**src/rtl/gpio_port_pkg.sv**
```systemverilog
`timescale 1ns/1ps
package gpio_port_pkg;
  // Configuration registers in address group order (group = index + 1)
  typedef enum int {
    CFG_DATA = 0,
    CFG_MASK = 1,
    CFG_PULL = 2,
    CFG_FUNC = 3,
    CFG_SEL  = 4,
    CFG_DIR  = 5,
    CFG_TRIG = 6
  } cfg_idx_e;

  localparam int NUM_CFG   = 7;
  localparam int GRP_PIN   = 0;
  localparam int GRP_FLAG  = NUM_CFG + 1;

  // Alias selector in the two low word-address bits
  localparam logic [1:0] SUB_BASE = 2'd0;
  localparam logic [1:0] SUB_SET  = 2'd1;
  localparam logic [1:0] SUB_CLR  = 2'd2;
  localparam logic [1:0] SUB_RSV  = 2'd3;
endpackage

```
**src/rtl/gpio_setclr_reg.sv**
```systemverilog
`timescale 1ns/1ps
module gpio_setclr_reg #(
  parameter int W = 32,
  parameter logic [W-1:0] RST = '0
) (
  input  logic         clk,
  input  logic         rst_n,
  input  logic         set_en,
  input  logic         clr_en,
  input  logic [W-1:0] wbits,
  output logic [W-1:0] q
);
  logic [W-1:0] set_m, clr_m;

  always_comb begin
    set_m = set_en ? wbits : '0;
    clr_m = clr_en ? wbits : '0;
  end

  always_ff @(posedge clk or negedge rst_n) begin
    if (!rst_n) q <= RST;
    else        q <= (q | set_m) & ~clr_m;
  end
endmodule

```
**src/rtl/gpio_pin_sync.sv**
```systemverilog
`timescale 1ns/1ps
module gpio_pin_sync #(
  parameter int W      = 32,
  parameter int STAGES = 2
) (
  input  logic         clk,
  input  logic         rst_n,
  input  logic [W-1:0] pad_in,
  output logic [W-1:0] sync_q,
  output logic [W-1:0] prev_q
);
  logic [W-1:0] stg [STAGES];

  always_ff @(posedge clk or negedge rst_n) begin
    if (!rst_n) begin
      for (int i = 0; i < STAGES; i++) stg[i] <= '0;
      prev_q <= '0;
    end else begin
      stg[0] <= pad_in;
      for (int i = 1; i < STAGES; i++) stg[i] <= stg[i-1];
      prev_q <= stg[STAGES-1];
    end
  end

  assign sync_q = stg[STAGES-1];
endmodule

```
**src/rtl/gpio_irq_detect.sv**
```systemverilog
`timescale 1ns/1ps
module gpio_irq_detect #(
  parameter int W = 32
) (
  input  logic         clk,
  input  logic         rst_n,
  input  logic [W-1:0] sync_q,
  input  logic [W-1:0] prev_q,
  input  logic [W-1:0] func_q,
  input  logic [W-1:0] sel_q,
  input  logic [W-1:0] dir_q,
  input  logic [W-1:0] trig_q,
  input  logic [W-1:0] mask_q,
  input  logic         clr_en,
  input  logic [W-1:0] wbits,
  output logic [W-1:0] flag_q,
  output logic         irq
);
  logic [W-1:0] hit;

  for (genvar p = 0; p < W; p++) begin : g_pin
    logic armed, rise, fall, lvl_ok, edge_ok;
    always_comb begin
      armed   = ~func_q[p] & sel_q[p];
      rise    = sync_q[p] & ~prev_q[p];
      fall    = ~sync_q[p] & prev_q[p];
      lvl_ok  = ~(sync_q[p] ^ dir_q[p]);
      edge_ok = dir_q[p] ? rise : fall;
      hit[p]  = armed & (trig_q[p] ? edge_ok : lvl_ok);
    end
  end

  // A new condition wins over a simultaneous clear
  always_ff @(posedge clk or negedge rst_n) begin
    if (!rst_n) flag_q <= '0;
    else        flag_q <= (flag_q & ~(clr_en ? wbits : '0)) | hit;
  end

  assign irq = |(flag_q & ~mask_q);
endmodule

```
**src/rtl/gpio_pad_route.sv**
```systemverilog
`timescale 1ns/1ps
module gpio_pad_route #(
  parameter int W = 32
) (
  input  logic [W-1:0] data_q,
  input  logic [W-1:0] pull_q,
  input  logic [W-1:0] func_q,
  input  logic [W-1:0] sel_q,
  input  logic [W-1:0] dir_q,
  input  logic [W-1:0] alt0_oe,
  input  logic [W-1:0] alt0_out,
  input  logic [W-1:0] alt1_oe,
  input  logic [W-1:0] alt1_out,
  output logic [W-1:0] pad_oe,
  output logic [W-1:0] pad_out,
  output logic [W-1:0] pad_pull_en
);
  for (genvar p = 0; p < W; p++) begin : g_pin
    always_comb begin
      if (func_q[p]) begin
        pad_oe[p]  = sel_q[p] ? alt1_oe[p]  : alt0_oe[p];
        pad_out[p] = sel_q[p] ? alt1_out[p] : alt0_out[p];
      end else begin
        pad_oe[p]  = ~sel_q[p] & dir_q[p];
        pad_out[p] = data_q[p];
      end
      pad_pull_en[p] = ~pull_q[p];
    end
  end
endmodule

```
**src/rtl/gpio_irq_port.sv**
```systemverilog
`timescale 1ns/1ps
module gpio_irq_port
  import gpio_port_pkg::*;
#(
  parameter int W      = 32,
  parameter int SYNC_N = 2
) (
  input  logic         clk,
  input  logic         rst_n,
  input  logic         bus_sel,
  input  logic         bus_wr,
  input  logic [5:0]   bus_waddr,
  input  logic [W-1:0] bus_wdata,
  output logic [W-1:0] bus_rdata,
  input  logic [W-1:0] pad_in,
  output logic [W-1:0] pad_oe,
  output logic [W-1:0] pad_out,
  output logic [W-1:0] pad_pull_en,
  input  logic [W-1:0] alt0_oe,
  input  logic [W-1:0] alt0_out,
  input  logic [W-1:0] alt1_oe,
  input  logic [W-1:0] alt1_out,
  output logic         irq
);
  logic [3:0]   grp;
  logic [1:0]   sub;
  logic         wr_hit;
  logic [W-1:0] cfg_q [NUM_CFG];
  logic [W-1:0] data_q, mask_q, pull_q, func_q, sel_q, dir_q, trig_q;
  logic [W-1:0] sync_q, prev_q, flag_q;
  logic         flag_clr;

  assign grp    = bus_waddr[5:2];
  assign sub    = bus_waddr[1:0];
  assign wr_hit = bus_sel & bus_wr;

  for (genvar g = 0; g < NUM_CFG; g++) begin : g_cfg
    localparam logic [W-1:0] RST_V = (g == int'(CFG_MASK)) ? {W{1'b1}} : '0;
    logic s_en, c_en;
    assign s_en = wr_hit && (grp == 4'(g + 1)) && (sub == SUB_SET);
    assign c_en = wr_hit && (grp == 4'(g + 1)) && (sub == SUB_CLR);
    gpio_setclr_reg #(.W(W), .RST(RST_V)) u_reg (
      .clk   (clk),
      .rst_n (rst_n),
      .set_en(s_en),
      .clr_en(c_en),
      .wbits (bus_wdata),
      .q     (cfg_q[g])
    );
  end

  assign data_q = cfg_q[CFG_DATA];
  assign mask_q = cfg_q[CFG_MASK];
  assign pull_q = cfg_q[CFG_PULL];
  assign func_q = cfg_q[CFG_FUNC];
  assign sel_q  = cfg_q[CFG_SEL];
  assign dir_q  = cfg_q[CFG_DIR];
  assign trig_q = cfg_q[CFG_TRIG];

  assign flag_clr = wr_hit && (grp == 4'(GRP_FLAG)) && (sub == SUB_CLR);

  gpio_pin_sync #(.W(W), .STAGES(SYNC_N)) u_sync (
    .clk   (clk),
    .rst_n (rst_n),
    .pad_in(pad_in),
    .sync_q(sync_q),
    .prev_q(prev_q)
  );

  gpio_irq_detect #(.W(W)) u_det (
    .clk   (clk),
    .rst_n (rst_n),
    .sync_q(sync_q),
    .prev_q(prev_q),
    .func_q(func_q),
    .sel_q (sel_q),
    .dir_q (dir_q),
    .trig_q(trig_q),
    .mask_q(mask_q),
    .clr_en(flag_clr),
    .wbits (bus_wdata),
    .flag_q(flag_q),
    .irq   (irq)
  );

  gpio_pad_route #(.W(W)) u_route (
    .data_q     (data_q),
    .pull_q     (pull_q),
    .func_q     (func_q),
    .sel_q      (sel_q),
    .dir_q      (dir_q),
    .alt0_oe    (alt0_oe),
    .alt0_out   (alt0_out),
    .alt1_oe    (alt1_oe),
    .alt1_out   (alt1_out),
    .pad_oe     (pad_oe),
    .pad_out    (pad_out),
    .pad_pull_en(pad_pull_en)
  );

  // Read path: every alias of a register returns its value
  always_comb begin
    bus_rdata = '0;
    if (grp == 4'(GRP_PIN) && sub == SUB_BASE) bus_rdata = sync_q;
    if (grp == 4'(GRP_FLAG) && sub != SUB_RSV) bus_rdata = flag_q;
    for (int g = 0; g < NUM_CFG; g++)
      if (grp == 4'(g + 1) && sub != SUB_RSV) bus_rdata = cfg_q[g];
  end
endmodule

```
**config.mk**
```make
export PLATFORM = sky130hd
export DESIGN_NAME = gpio_irq_port
export DESIGN_NICKNAME = d
export VERILOG_FILES = /design/src/rtl/gpio_port_pkg.sv /design/src/rtl/gpio_setclr_reg.sv /design/src/rtl/gpio_pin_sync.sv /design/src/rtl/gpio_irq_detect.sv /design/src/rtl/gpio_pad_route.sv /design/src/rtl/gpio_irq_port.sv
export SDC_FILE = /design/constraint.sdc
export NUM_CORES = 1
export LEC_CHECK = 0
export ABC_AREA = 0
export ABC_CLOCK_PERIOD_IN_PS = 6700
export BUFFER_PORTS_ARGS = -buffer_cell sky130_fd_sc_hd__buf_2
export CAP_MARGIN = 15
export CORE_ASPECT_RATIO = 1.75
export CORE_MARGIN = 4
export CORE_UTILIZATION = 40
export DETAILED_ROUTE_END_ITERATION = 16
export GPL_ROUTABILITY_DRIVEN = 0
export PLACE_DENSITY = 0.61
export SETUP_SLACK_MARGIN = 0.3
export SLEW_MARGIN = 20
export SYNTH_ARGS = -nofsm -noshare
export SYNTH_HDL_FRONTEND = slang
export SYNTH_SLANG_ARGS = --single-unit
```
**constraint.sdc**
```tcl
create_clock -name clk -period 6.7 [get_ports clk]
set_input_delay 1.675 -clock clk [delete_from_list [all_inputs] [get_ports clk]]
set_output_delay 1.675 -clock clk [all_outputs]
set_load 0.01 [all_outputs]
```
-- Yosys cells after proc, flatten, opt, wreduce, memory -nomap -nowiden
Cells that the tools add are included.
- bits in registers: 352
- input port bits: 202
- output and inout port bits: 129
- logic and storage cells: 684
- equality and inequality tests: 11
- mux-type cells: 216
- bitwise operators: 411
- reductions and logical operators: 35
- operator list (kind ; number):
    two-way mux 32 bit ; 24
    AND 32 bit ; 9
    inverter 32 bit ; 9
    OR 32 bit ; 8
    two-way mux 1 bit ; 192
    inverter 1 bit ; 192
    AND 1 bit ; 161
    logical AND 1 bit ; 32
    OR reduction 32 bit ; 1
    bitwise XOR 1 bit ; 32
    equality test 4 x 3 -> 1 bit (second input constant) ; 4
    equality test 4 x 2 -> 1 bit (second input constant) ; 2
    equality test 4 x 1 -> 1 bit (second input constant) ; 1
    equality test 4 bit (second input constant) ; 1
    zero test 4 bit ; 1
    equality test 2 x 1 -> 1 bit (second input constant) ; 1
    equality test 2 bit (second input constant) ; 1
    zero test 2 bit ; 1
    inequality test 2 bit (second input constant) ; 1

-- Longest topological paths before layout
- depth after elaboration: 11
- mapped depth: 8
- mapped depth without buffers: 5

-- Modules after synthesis
Synthesis repeated with hierarchy kept, for this count alone.
- cell total of the unflattened synthesis: 1736
- area total of the unflattened synthesis: 16853.7 sq um
- modules (own cells, without submodules) (module ; instances ; cells each ; area each (sq um) ; sequential area each (sq um)):
    gpio_setclr_reg (g_cfg[0].u_reg ...) ; 6 ; 102 ; 1169.9 ; 800.8
    gpio_pin_sync ; 1 ; 128 ; 2642.5 ; 2402.3
    gpio_irq_detect ; 1 ; 312 ; 2388.5 ; 800.8
    gpio_irq_port ; 1 ; 358 ; 2223.4 ; 0.0
    gpio_pad_route ; 1 ; 224 ; 1370.1 ; 0.0
    gpio_setclr_reg (g_cfg[1].u_reg) ; 1 ; 102 ; 1209.9 ; 840.8

-- Worst setup path after synthesis
OpenSTA, ideal clock, no wires.
- kind: in2out
- start point: in bus_waddr[2]
- end point: out bus_rdata[16]
- arrival time: 3.114 ns
- data required time: 5.025 ns
- setup slack: 1.911 ns
- cell stages on the path: 7
- path buffers: 3
- cells stage by stage: buf_2 -> buf_2 -> clkbuf_1 -> mux2_2 -> nand2_1 -> nand4_1 -> a22o_1
- word-level cells in the longest chain between the ends: 11
- elaborated cells between the ends (all ways): 27
- those cells by class: eq/ne (8); mux (9); reduce/logical (10)
- RTL lines (item ; RTL line ; RTL):
    start, declared ; gpio_irq_port.sv:12 ; input logic [5:0] bus_waddr,
    zero test 4 bit ; gpio_irq_port.sv:104 ; if (grp == 4'(GRP_PIN) && sub == SUB_BASE) bus_rdata = sync_q;
    logical AND 1 bit ; gpio_irq_port.sv:104 ;
    two-way mux 32 bit ; gpio_irq_port.sv:104 ;
    two-way mux 32 bit ; gpio_irq_port.sv:105 ; if (grp == 4'(GRP_FLAG) && sub != SUB_RSV) bus_rdata = flag_q;
    two-way mux 32 bit (6 in series) ; gpio_irq_port.sv:107 ; if (grp == 4'(g + 1) && sub != SUB_RSV) bus_rdata = cfg_q[g];
    two-way mux 32 bit (*) ; gpio_irq_port.sv:107 ;
    end, declared ; gpio_irq_port.sv:14 ; output logic [W-1:0] bus_rdata,
Mark *: on every way between the ends. The rest lies on a longest branch, timed or not.

-- Final worst setup path
- start point: in bus_waddr[2]
- end point: out bus_rdata[14]
Same word-level chain as after synthesis.

==> flow_summary.json <==
{
  "critPathBufInv": 3,
  "wl_per_cell_um": 23.3,
  "dp.cells": 2518,
  "sequentialPowerShare_pct": 46.5,
  "power_frac_clock_pct": 40.7,
  "p_leak_nw": 9.00,
  "hold_buffers": 0,
  "first_global_vias": 14800,
  "finalHoldViolCount": 0,
  "portBuffers": 330,
  "synth_area_leaders": "dfrtp_1 (48%), a21oi_1 (14%), dfstp_2 (5.0%)",
  "whs_ps": 346,
  "hold_class": "flop to flop",
  "die_y_um": 279,
  "crit_type": "primary input to output port",
  "setup_slack_ps": 583,
  "cp.arrival_ps": 4440,
  "fin_area_um2": 20300,
  "clk_pin_slew_worst_paths_ps": 60,
  "ant_nets": 0,
  "ir_drop_uv": 142,
  "hpwl_um": 40300,
  "critPathRequiredTime_ps": 5030,
  "yosysTopAreaCell": "dfrtp_1",
  "tns_ps": 0,
  "pwr-share-comb_pct": 12.8,
  "maxCapViolCount": 0,
  "ys_ff_latch": 352,
  "power_density_nw_per_um2": 264,
  "synth_seq_area_share_pct": 52.6,
  "status": "finished clean",
  "viasPerCell": 5.77,
  "max_stage_delay_ps": 760,
  "syn_area_um2": 16800,
  "crit_chain": "buf_2 -> nand4b_1 -> nor2_4 -> buf_4 -> nor3_1 -> a22o_1 -> buf_2",
  "reg2reg_depth": 4,
  "synth_top_cell_area_share_pct": 47.6,
  "slew_headroom_pct": 24.2,
  "rsz0062_at_grt": "no",
  "critPathLaunchType": "primary input",
  "insertion_delay_ps": 530,
  "drc": 0,
  "utilization_pct": 48.7,
  "p_switching_mw": 1.43,
  "finalSetupViolCount": 0,
  "cp-end-kind": "output port",
  "cp.depth": 7,
  "die_w_um": 163,
  "cts_resized": 0,
  "rows": 99,
  "synthCells": 1763,
  "post_cts_buffers": 0,
  "yosysUniqueCellTypes": 41,
  "fp.coreArea_um2": 41600,
  "min_period_ps": 6120,
  "finalPower_mw": 5.35,
  "drive_gt1_share_pct": 24.5,
  "root_buffer": "clkbuf_16",
  "timing.critical_path.mode_cell": "buf_2",
  "wl_um": 60400,
  "drt-pass1-iter-count": 5,
  "clock_sinks": 352,
  "slew_viol_final": 0,
  "antenna_found_initial": 4,
  "dr.first_iter.drc_count": 1226,
  "tightest_slew_ps": 1130,
  "ys.flop_type": "dfrtp_1",
  "synth_nets": 1965,
  "crit_family": "simple AND/OR/NAND/NOR gates",
  "vias": 14900,
  "slowest_stage": "nor2_4",
  "p_int_mw": 3.92,
  "path_max_fanout": 28,
  "fin_skew_ps": 9.98,
  "cts_tree": "done",
  "track_usage_pct": 25.6,
  "cts_buffer_depth": 3,
  "yosys_warnings": 0,
  "numCtsBuffers": 36,
  "fin_cells": 2588,
  "synth_area_per_cell_um2": 9.54,
  "grt_max_degree": 142,
  "dp_slack_ps": 663,
  "power.share.switching_pct": 26.7,
  "initial_core_util_pct": 40.4,
  "period_share_pct": 91.3,
  "synth_edf_count": 0,
  "final_nets": 2205,
  "synthArstFlopShare_pct": 100,
  "cts.htree.levels": 2,
  "grt_overflow": 0,
  "max_freq_mhz": 163,
  "syn_to_final_growth_pct": 20.4,
  "placedInstanceArea_um2": 18900,
  "die_area_um2": 45500,
  "pin_count": 331,
  "grt_pass1_wl_um": 89500,
  "whs_path_depth": 0
}
-- cell usage after synthesis (all sizes together) (5+ instances only) --
library cell,count
mux2i,71
a221oi,5
and3,6
a22o,30
xnor2,62
nand3,36
o221ai,7
buf,36
dfstp,32
dfrtp,320
mux2,25
a21oi,487
nor2,81
a22oi,34
o21ai,65
nand2,101
o22ai,41
nand4b,34
and2,32
nand4,28
nor3,24
clkbuf,117
inv,66
-- state kept, by name, summed over array words and instances (netlist names) --
name,cells
g_cfg.u_reg.q,224
u_det.flag_q,32
u_sync.prev_q,32
u_sync.stg,32
u_sync.sync_q,32
-- final timing paths --
check	startpoint	endpoint	slack, ps
hold / removal	u_sync.stg[41]	u_sync.sync_q[9]	350
max in group asynchronous	rst_n	g_cfg[3].u_reg.q[2]	4100
setup / recovery	bus_waddr[2]	bus_rdata[14]	580
setup reg to reg	u_sync.sync_q[13]	u_det.flag_q[13]	5650
min in group asynchronous	rst_n	u_sync.stg[55]	1050
hold reg to reg	u_sync.stg[41]	u_sync.sync_q[9]	350
-- cell type report --
type | count | area [um^2]
clock buffer | 50 | 1040
timing repair buffer | 355 | 1950
sequential | 352 | 8850
clock inverter | 14 | 226
tap | 555 | 694
inverter | 66 | 248
multi-input combinational | 1192 | 7240
antenna | 4 | 10.0
fill | 3912 | 21400
-- per-layer routing --
layer	vias up	GRT usage (%)	wire length, um
met3	172	3.53	3810
met1	7300	31.3	23200
li1	6777	-	-
met5	-	0	0
met4	0	11.3	2750
met2	674	44.9	30600
-- placed cells by master, fill, tap and decap left out, drive strengths merged, types with 36 or more instances in the layout --
cell,netlist,routed
nor2,81,81
xnor2,62,62
mux2i,71,71
buf,36,355
nand3,36,36
clkbuf,117,50
o21ai,65,65
a21oi,487,487
dfrtp,320,320
inv,66,66
nand2,101,101
o22ai,41,41
-- cells by family after synthesis --
logic type | Yosys count | synth area share (%)
buffers and inverters | 219 | 5.17
xor gates and xnor gates | 62 | 3.23
and+or+nand+nor | 359 | 11.2
DFF | 352 | 52.6
AOI/OAI and AO/OA | 675 | 21.9
muxes | 96 | 5.90
-- power by group through the flow --
stage                     logic [mW]  clock network (mW)  registers (mW)
after detailed placement       0.684                   0            2.53
after global placement         0.669                   0            2.52
after floorplan                0.437                   0            2.43
after CTS                      0.688                2.21            2.49
after global routing           0.761                2.30            2.51
final                          0.687                2.18            2.49
(Power assumes the default switching activity.)
